`config.mk`:
```
export PLATFORM = sky130hd
export DESIGN_NAME = pend_latch_bank
export DESIGN_NICKNAME = d
export VERILOG_FILES = /design/src/rtl/pend_bank_pkg.sv /design/src/rtl/pend_port_dec.sv /design/src/rtl/pend_core.sv /design/src/rtl/pend_status.sv /design/src/rtl/pend_latch_bank.sv
export SDC_FILE = /design/constraint.sdc
export NUM_CORES = 1
export LEC_CHECK = 0
export ABC_AREA = 1
export BUFFER_PORTS_ARGS = -buffer_cell sky130_fd_sc_hd__buf_2
export CAP_MARGIN = 5
export CORE_AREA = 2 2 209 211
export DETAILED_ROUTE_END_ITERATION = 10
export DIE_AREA = 0 0 211 213
export SLEW_MARGIN = 40
export SYNTH_ARGS = -nofsm -noshare
export SYNTH_HDL_FRONTEND = slang
export SYNTH_SLANG_ARGS = --single-unit
```
`constraint.sdc`:
```
create_clock -name clk_i -period 3.9 [get_ports clk_i]
set_input_delay 0.39 -clock clk_i [delete_from_list [all_inputs] [get_ports clk_i]]
set_output_delay 0.39 -clock clk_i [all_outputs]
set_load 0.05 [all_outputs]
```
`src/rtl/pend_bank_pkg.sv`:
```
package pend_bank_pkg;
    localparam int WORD_BITS = 32;
    localparam int SGI_COUNT = 16;
    localparam int STAT_BITS = 2;

    typedef enum logic [1:0] {
        G_SETPEND = 2'd0,
        G_CLRPEND = 2'd1,
        G_STATUS  = 2'd2,
        G_RSVD    = 2'd3
    } guest_sel_e;

    typedef enum logic [1:0] {
        S_LATCH   = 2'd0,
        S_CLRPEND = 2'd1,
        S_STATUS  = 2'd2,
        S_LEVEL   = 2'd3
    } save_sel_e;
endpackage

```
`src/rtl/pend_port_dec.sv`:
```
module pend_port_dec #(
    parameter int NUM_IRQ = 96,
    parameter int WORD_W  = 5
) (
    input  logic               acc_i,
    input  logic               wr_i,
    input  logic [WORD_W-1:0]  word_i,
    input  logic [31:0]        wdata_i,
    output logic               in_range_o,
    output logic               oor_o,
    output logic [NUM_IRQ-1:0] wr_en_o,
    output logic [NUM_IRQ-1:0] wr_bits_o
);
    localparam int NUM_WORDS = NUM_IRQ / pend_bank_pkg::WORD_BITS;

    assign in_range_o = ({1'b0, word_i} < (WORD_W+1)'(NUM_WORDS));
    assign oor_o      = acc_i & ~in_range_o;

    for (genvar w = 0; w < NUM_WORDS; w++) begin : g_word
        logic hit;
        assign hit = acc_i & wr_i & in_range_o & (word_i == WORD_W'(w));
        assign wr_en_o[w*32 +: 32] = {32{hit}};
    end

    assign wr_bits_o = {NUM_WORDS{wdata_i}} & wr_en_o;
endmodule

```
`src/rtl/pend_core.sv`:
```
module pend_core #(
    parameter int NUM_IRQ = 96
) (
    input  logic               clk_i,
    input  logic               rst_ni,
    input  logic [NUM_IRQ-1:0] line_i,
    input  logic [NUM_IRQ-1:0] trig_edge_i,
    input  logic [NUM_IRQ-1:0] act_i,
    input  logic [NUM_IRQ-1:0] g_set_i,
    input  logic [NUM_IRQ-1:0] g_clr_i,
    input  logic [NUM_IRQ-1:0] s_latch_en_i,
    input  logic [NUM_IRQ-1:0] s_latch_bits_i,
    input  logic [NUM_IRQ-1:0] s_lvl_en_i,
    input  logic [NUM_IRQ-1:0] s_lvl_bits_i,
    output logic [NUM_IRQ-1:0] latch_o,
    output logic [NUM_IRQ-1:0] lvl_o,
    output logic [NUM_IRQ-1:0] pend_o
);
    typedef struct packed {
        logic [NUM_IRQ-1:0] latch;
        logic [NUM_IRQ-1:0] lvl;
    } core_st_t;

    core_st_t st_d, st_q;
    logic [NUM_IRQ-1:0] rise_d, set_d, clr_d;

    always_comb begin
        rise_d     = line_i & ~st_q.lvl & trig_edge_i;
        set_d      = rise_d | g_set_i;
        clr_d      = act_i | g_clr_i;
        st_d       = st_q;
        st_d.latch = (st_q.latch & ~clr_d) | set_d;
        st_d.latch = (st_d.latch & ~s_latch_en_i) | (s_latch_bits_i & s_latch_en_i);
        st_d.lvl   = (line_i & ~s_lvl_en_i) | (s_lvl_bits_i & s_lvl_en_i);
    end

    always_ff @(posedge clk_i) begin
        if (!rst_ni) st_q <= '0;
        else         st_q <= st_d;
    end

    assign latch_o = st_q.latch;
    assign lvl_o   = st_q.lvl;
    assign pend_o  = st_q.latch | (st_q.lvl & ~trig_edge_i);

    AST_LATCH_HOLD: assert property (@(posedge clk_i) disable iff (!rst_ni)
        1'b1 |=> ((($past(st_q.latch) & ~$past(act_i | g_clr_i) & ~$past(s_latch_en_i)) & ~st_q.latch) == '0));

    AST_SET_WINS: assert property (@(posedge clk_i) disable iff (!rst_ni)
        1'b1 |=> ((($past(g_set_i) & ~$past(s_latch_en_i)) & ~pend_o) == '0));

    AST_LEVEL_SHOWS: assert property (@(posedge clk_i) disable iff (!rst_ni)
        1'b1 |=> ((($past(line_i) & ~$past(s_lvl_en_i) & ~$past(trig_edge_i) & ~trig_edge_i) & ~pend_o) == '0));

    AST_LEVEL_DROP: assert property (@(posedge clk_i) disable iff (!rst_ni)
        1'b1 |=> ((($past(~line_i & ~s_lvl_en_i & ~st_q.latch & ~g_set_i & ~s_latch_en_i & ~trig_edge_i)
                   & ~trig_edge_i) & pend_o) == '0));
endmodule

```
`src/rtl/pend_status.sv`:
```
module pend_status (
    input  logic                                clk_i,
    input  logic                                rst_ni,
    input  logic                                g_evt_i,
    input  logic                                s_evt_i,
    input  logic                                g_w1c_i,
    input  logic [pend_bank_pkg::STAT_BITS-1:0] g_wdata_i,
    input  logic                                s_load_i,
    input  logic [pend_bank_pkg::STAT_BITS-1:0] s_wdata_i,
    output logic [pend_bank_pkg::STAT_BITS-1:0] stat_o
);
    import pend_bank_pkg::*;

    logic [STAT_BITS-1:0] stat_d, stat_q;
    logic [STAT_BITS-1:0] evt_d;

    always_comb begin
        evt_d  = {s_evt_i, g_evt_i};
        stat_d = stat_q;
        if (g_w1c_i) stat_d = stat_d & ~g_wdata_i;
        stat_d = stat_d | evt_d;
        if (s_load_i) stat_d = s_wdata_i;
    end

    always_ff @(posedge clk_i) begin
        if (!rst_ni) stat_q <= '0;
        else         stat_q <= stat_d;
    end

    assign stat_o = stat_q;

    AST_STAT_W1C: assert property (@(posedge clk_i) disable iff (!rst_ni)
        (g_w1c_i && g_wdata_i[0] && !s_load_i && !g_evt_i) |=> !stat_q[0]);

    AST_STAT_EVT: assert property (@(posedge clk_i) disable iff (!rst_ni)
        (g_evt_i && !s_load_i) |=> stat_q[0]);
endmodule

```
`src/rtl/pend_latch_bank.sv`:
```
module pend_latch_bank #(
    parameter int NUM_IRQ = 96,
    parameter int WORD_W  = 5
) (
    input  logic               clk_i,
    input  logic               rst_ni,
    input  logic [NUM_IRQ-1:0] line_i,
    input  logic [NUM_IRQ-1:0] trig_edge_i,
    input  logic [NUM_IRQ-1:0] activate_i,
    input  logic               g_req_i,
    input  logic               g_we_i,
    input  logic [1:0]         g_sel_i,
    input  logic [WORD_W-1:0]  g_word_i,
    input  logic [31:0]        g_wdata_i,
    output logic [31:0]        g_rdata_o,
    input  logic               s_req_i,
    input  logic               s_we_i,
    input  logic [1:0]         s_sel_i,
    input  logic [WORD_W-1:0]  s_word_i,
    input  logic [31:0]        s_wdata_i,
    output logic [31:0]        s_rdata_o,
    output logic [NUM_IRQ-1:0] pend_o
);
    import pend_bank_pkg::*;

    localparam int NUM_WORDS = NUM_IRQ / WORD_BITS;
    localparam int IDX_W     = (NUM_WORDS > 1) ? $clog2(NUM_WORDS) : 1;
    localparam logic [NUM_IRQ-1:0] SGI_MASK = {{(NUM_IRQ-SGI_COUNT){1'b0}}, {SGI_COUNT{1'b1}}};

    initial begin
        if (NUM_IRQ < 64 || NUM_IRQ > 1024 || (NUM_IRQ % WORD_BITS) != 0 || NUM_WORDS > (1 << WORD_W))
            $error("pend_latch_bank: unsupported NUM_IRQ/WORD_W");
    end

    guest_sel_e g_sel;
    save_sel_e  s_sel;
    assign g_sel = guest_sel_e'(g_sel_i);
    assign s_sel = save_sel_e'(s_sel_i);

    logic g_acc, s_acc, g_in, s_in, g_oor, s_oor;
    logic [NUM_IRQ-1:0] g_en, g_bits, s_en, s_bits;

    assign g_acc = g_req_i & ((g_sel == G_SETPEND) | (g_sel == G_CLRPEND));
    assign s_acc = s_req_i & ((s_sel == S_LATCH) | (s_sel == S_LEVEL));

    pend_port_dec #(.NUM_IRQ(NUM_IRQ), .WORD_W(WORD_W)) i_gdec (
        .acc_i(g_acc), .wr_i(g_we_i), .word_i(g_word_i), .wdata_i(g_wdata_i),
        .in_range_o(g_in), .oor_o(g_oor), .wr_en_o(g_en), .wr_bits_o(g_bits)
    );

    pend_port_dec #(.NUM_IRQ(NUM_IRQ), .WORD_W(WORD_W)) i_sdec (
        .acc_i(s_acc), .wr_i(s_we_i), .word_i(s_word_i), .wdata_i(s_wdata_i),
        .in_range_o(s_in), .oor_o(s_oor), .wr_en_o(s_en), .wr_bits_o(s_bits)
    );

    logic [NUM_IRQ-1:0] g_set, g_clr, s_latch_en, s_lvl_en;
    assign g_set      = g_bits & {NUM_IRQ{g_sel == G_SETPEND}};
    assign g_clr      = g_bits & {NUM_IRQ{g_sel == G_CLRPEND}};
    assign s_latch_en = s_en & {NUM_IRQ{s_sel == S_LATCH}};
    assign s_lvl_en   = s_en & {NUM_IRQ{s_sel == S_LEVEL}} & ~SGI_MASK;

    logic [NUM_IRQ-1:0] latch, lvl, pend;

    pend_core #(.NUM_IRQ(NUM_IRQ)) i_core (
        .clk_i(clk_i), .rst_ni(rst_ni), .line_i(line_i), .trig_edge_i(trig_edge_i),
        .act_i(activate_i), .g_set_i(g_set), .g_clr_i(g_clr),
        .s_latch_en_i(s_latch_en), .s_latch_bits_i(s_bits),
        .s_lvl_en_i(s_lvl_en), .s_lvl_bits_i(s_bits),
        .latch_o(latch), .lvl_o(lvl), .pend_o(pend)
    );

    logic [STAT_BITS-1:0] stat;

    pend_status i_stat (
        .clk_i(clk_i), .rst_ni(rst_ni), .g_evt_i(g_oor), .s_evt_i(s_oor),
        .g_w1c_i(g_req_i & g_we_i & (g_sel == G_STATUS)), .g_wdata_i(g_wdata_i[STAT_BITS-1:0]),
        .s_load_i(s_req_i & s_we_i & (s_sel == S_STATUS)), .s_wdata_i(s_wdata_i[STAT_BITS-1:0]),
        .stat_o(stat)
    );

    logic [NUM_WORDS-1:0][31:0] pend_w, latch_w, lvl_w;
    assign pend_w  = pend;
    assign latch_w = latch;
    assign lvl_w   = lvl & ~SGI_MASK;

    logic [IDX_W-1:0] g_idx, s_idx;
    assign g_idx = g_word_i[IDX_W-1:0];
    assign s_idx = s_word_i[IDX_W-1:0];

    always_comb begin
        g_rdata_o = '0;
        if (g_req_i) begin
            unique case (g_sel)
                G_SETPEND, G_CLRPEND: g_rdata_o = g_in ? pend_w[g_idx] : '0;
                G_STATUS:             g_rdata_o = 32'(stat);
                default:              g_rdata_o = '0;
            endcase
        end
    end

    always_comb begin
        s_rdata_o = '0;
        if (s_req_i) begin
            unique case (s_sel)
                S_LATCH:  s_rdata_o = s_in ? latch_w[s_idx] : '0;
                S_LEVEL:  s_rdata_o = s_in ? lvl_w[s_idx] : '0;
                S_STATUS: s_rdata_o = 32'(stat);
                default:  s_rdata_o = '0;
            endcase
        end
    end

    assign pend_o = pend;

    AST_SAVE_CLR_RAZ: assert property (@(posedge clk_i) disable iff (!rst_ni)
        (s_req_i && s_sel_i == 2'd1) |-> (s_rdata_o == '0));

    AST_OOR_NO_TOUCH: assert property (@(posedge clk_i) disable iff (!rst_ni)
        (g_req_i && g_we_i && g_sel_i == 2'd0 && !g_in && !s_req_i && activate_i == '0
         && $stable(line_i) && $stable(trig_edge_i) && (line_i & ~lvl) == '0) |=> $stable(pend_o));
endmodule

```
==> flow_summary.ini <==
[outcome]
run_status = finished clean

[global_routing]
grt_first_pass_wirelength_um = 99700
grt_remaining_overflow = 0
grt_pass1_vias = 16838
grt_antenna_before_repair = 18
maximum_number_of_pins_on_one_net_before_global_route_repair = 99
grt_util_all_layers = 0.296

[clocking]
maximum_root_to_sink_buffer_count = 2
cts_htree_levels = 4
clk_transition_reported_paths_ps = 90
postCtsSetupRepairBufs = 0
cts.hold.buffers_added = 0
cts_tree = yes
cts_repair_resizes = 0
clock-sinks = 194
cts_root_buffer = sky130_fd_sc_hd__clkbuf_16
numCtsBuffers = 17
clk-insertion-delay-late_ps = 500

[final_layout]
most-common-layout-cells = sky130_fd_sc_hd__buf_2, sky130_fd_sc_hd__o21ai_0, sky130_fd_sc_hd__nor2_1, sky130_fd_sc_hd__inv_1, sky130_fd_sc_hd__nand2_1
final_nets = 3053
fillerInstances = 4640
fraction_of_layout_cells_with_a_size_suffix_above_1 = 0.233
final-instance-count-excl-fill = 3246
layout.cells.most_common = sky130_fd_sc_hd__buf_2
final_area_mm2 = 0.0171
area_delta_synth_final_pct = 28.1

[synthesis]
synthXorXnorAreaFrac = 0
synth_simple_gate_area_share = 0.313
ys_seq_elements = 194
synth_top_family_by_area = simple AND/OR/NAND/NOR gates
seq_area_frac_synth = 0.290
syn_nets = 2623
synth.yosys.warnings = 0
synthCells = 2247
synth_fa_ha_area_frac = 0.00374
mux_share_of_post_synthesis_cell_area = 0
synth_area_per_cell_um2 = 5.96
yosys_cell_types = 30
syn-cell-area_mm2 = 0.0134
synthesized_area_fraction_occupied_by_ao_oa_aoi_and_oai_cells = 0.255

[critical_path]
timing.critical_path.from_type = primary input
crit_start = s_word_i[0]
worst_ep_arrival_time_ps = 2610
cp_data_required_time_ps = 3510
worstSetupPathType = in -> out
endpoint_kind = output port
cp_max_fo = 19
r2r_start = i_core.lvl_o[72]$_SDFF_PN0_

[power_and_ir_drop]
pwr-share-seq = 0.391
power.share.clock = 0.348
combinationalPowerShare = 0.261
p_int_mw = 3.41
power.ir.vdd_worst_uv = 267
power.total_mw = 5.42
switching_power_mw = 2.01
power_per_cell_area_mw_per_mm2 = 316
cellLeakagePower_nw = 7.93
swShare = 0.372

[routing]
initialDrtViolationCount = 1613
detail_route.wl_per_cell_um = 21.2
detailedRoute.firstPassIterationCount = 6
routed_wirelength_um = 68800
vias = 17858
routed_via_density = 5.50
detail-route-antenna-nets = 0
remaining_drc_errors = 0

[die]
initial_utilization = 0.314
die-height_um = 213
die_area_mm2 = 0.0449
die_width_um = 211
ios = 532
placeableCoreArea_mm2 = 0.0427
placementRows = 76

[timing]
maxSlewHeadroom = 0.448
slew_viol_final = 0
worst_clock_skew_ps = 10.4
hold_violations = 0
fin_crit_ps = 3000
tns_ps = 0
fmax_ghz = 0.333
setup_viol_count_final = 0
setup_repair_after_global_routing_missed_its_margin = false
period_share = 0.770
max_slew.worst_pin.slew_ps = 826

[place]
placed_cell_area_mm2 = 0.0165
place.gp.congestion = 0.904
numPortBuffers = 531
place_inst = 3203
hpwl_um = 48200

[min_path]
holdCritStartpoint = line_i[11]
worst_hold_path_type = in -> reg

[job]
timing.max_cap.violations = 0
==> worst paths after layout <==
path | endpoint | slack (ps) | cells past startpoint
max reg2reg | i_core.latch_o[72]$_SDFF_PN0_ | 3020 | 5
max | s_rdata_o[22] | 900 | 9
min reg2reg | i_stat.stat_o[1]$_SDFF_PN0_ | 510 | 2
min | i_core.lvl_o[11]$_SDFF_PN0_ | 70 | 3
==> cells by family (layout without fill, tap and decap cells) <==
family	after synthesis	in the layout
fa+ha+maj	4	4
other cells	0	10
buf+inv	471	914
compound gates	637	637
flops	194	194
simple gates	941	941
==> power groups by stage <==
stage | Sequential, mW | Clock [mW] | Combinational (mW)
after CTS | 2.12 | 1.92 | 1.40
after global placement | 2.16 | 0 | 1.38
final | 2.12 | 1.89 | 1.41
after global routing | 2.13 | 1.97 | 1.52
after detailed placement | 2.17 | 0 | 1.39
after floorplan | 2.16 | 0 | 0.808
==> layout make-up <==
type | count | area (um^2) | share of cell area
Clock inverter | 14 | 143 | 0.00832
Inverter | 317 | 1190 | 0.0695
Tap cell | 546 | 683 | 0.0398
Timing Repair Buffer | 565 | 3030 | 0.177
Clock buffer | 18 | 439 | 0.0256
Sequential cell | 194 | 3880 | 0.227
Multi-Input combinational cell | 1582 | 7750 | 0.452
Antenna cell | 10 | 25.0 | 0.00146
==> layer usage <==
| layer | track usage | up-vias | share of wire |
|---|---|---|---|
| li1 | - | 8418 | - |
| met1 | 0.371 | 8229 | 0.41 |
| met2 | 0.479 | 1030 | 0.46 |
| met3 | 0.0775 | 163 | 0.095 |
| met4 | 0.129 | 18 | 0.036 |
| met5 | 0 | - | 0.0017 |
==> synth_stat cells <==
cell,n,area [um^2]
sky130_fd_sc_hd__buf_2,41,205
sky130_fd_sc_hd__nand2_1,266,998
sky130_fd_sc_hd__a21oi_1,201,1010
sky130_fd_sc_hd__ha_1,4,50.1
sky130_fd_sc_hd__inv_1,312,1170
sky130_fd_sc_hd__o21ai_1,3,15.0
sky130_fd_sc_hd__nor2_8,1,20.0
sky130_fd_sc_hd__nor2_1,323,1210
sky130_fd_sc_hd__o221ai_1,1,8.76
sky130_fd_sc_hd__o2111ai_1,19,166
sky130_fd_sc_hd__nand3_4,1,17.5
sky130_fd_sc_hd__dfxtp_1,194,3880
sky130_fd_sc_hd__o211ai_1,3,22.5
sky130_fd_sc_hd__nor2_2,1,6.26
sky130_fd_sc_hd__o22ai_1,62,388
sky130_fd_sc_hd__nand2_2,1,6.26
sky130_fd_sc_hd__nand3_2,5,50.1
sky130_fd_sc_hd__nor3_1,31,155
sky130_fd_sc_hd__inv_2,4,15.0
sky130_fd_sc_hd__buf_4,9,67.6
sky130_fd_sc_hd__o21ai_0,321,1610
sky130_fd_sc_hd__clkinv_1,1,3.75
sky130_fd_sc_hd__nor2_4,5,56.3
sky130_fd_sc_hd__nand4_1,105,657
sky130_fd_sc_hd__nand3_1,202,1010
sky130_fd_sc_hd__clkbuf_1,95,357
sky130_fd_sc_hd__a22oi_1,19,143
sky130_fd_sc_hd__a31oi_1,2,12.5
sky130_fd_sc_hd__o31ai_1,6,45.0
sky130_fd_sc_hd__buf_1,9,33.8
==> flip-flops by register name, indices dropped and copies added (netlist names) <==
name and flops:
i_core.lvl_o 96, i_core.latch_o 96, i_stat.stat_o 2
==> critical path, stage by stage <==
cell and delay [ps]:
sky130_fd_sc_hd__buf_2 420, sky130_fd_sc_hd__inv_2 190, sky130_fd_sc_hd__nor2_4 130, sky130_fd_sc_hd__inv_2 250, sky130_fd_sc_hd__buf_4 350, sky130_fd_sc_hd__o22ai_1 150
sky130_fd_sc_hd__o21ai_1 90, sky130_fd_sc_hd__a21oi_1 270, sky130_fd_sc_hd__buf_2 320
==> metrics by stage <==
stage          setup WS [ps]  hold slack, ps  utilization
2_1_floorplan            628             460            -
3_3_place_gp             928             499        0.386
3_5_place_dp             943             501        0.387
4_1_cts                  936            32.5        0.401
5_1_grt                  783            54.7        0.401
6_report                 897            69.3        0.402
No activity file was read; power rests on OpenSTA's default activity.
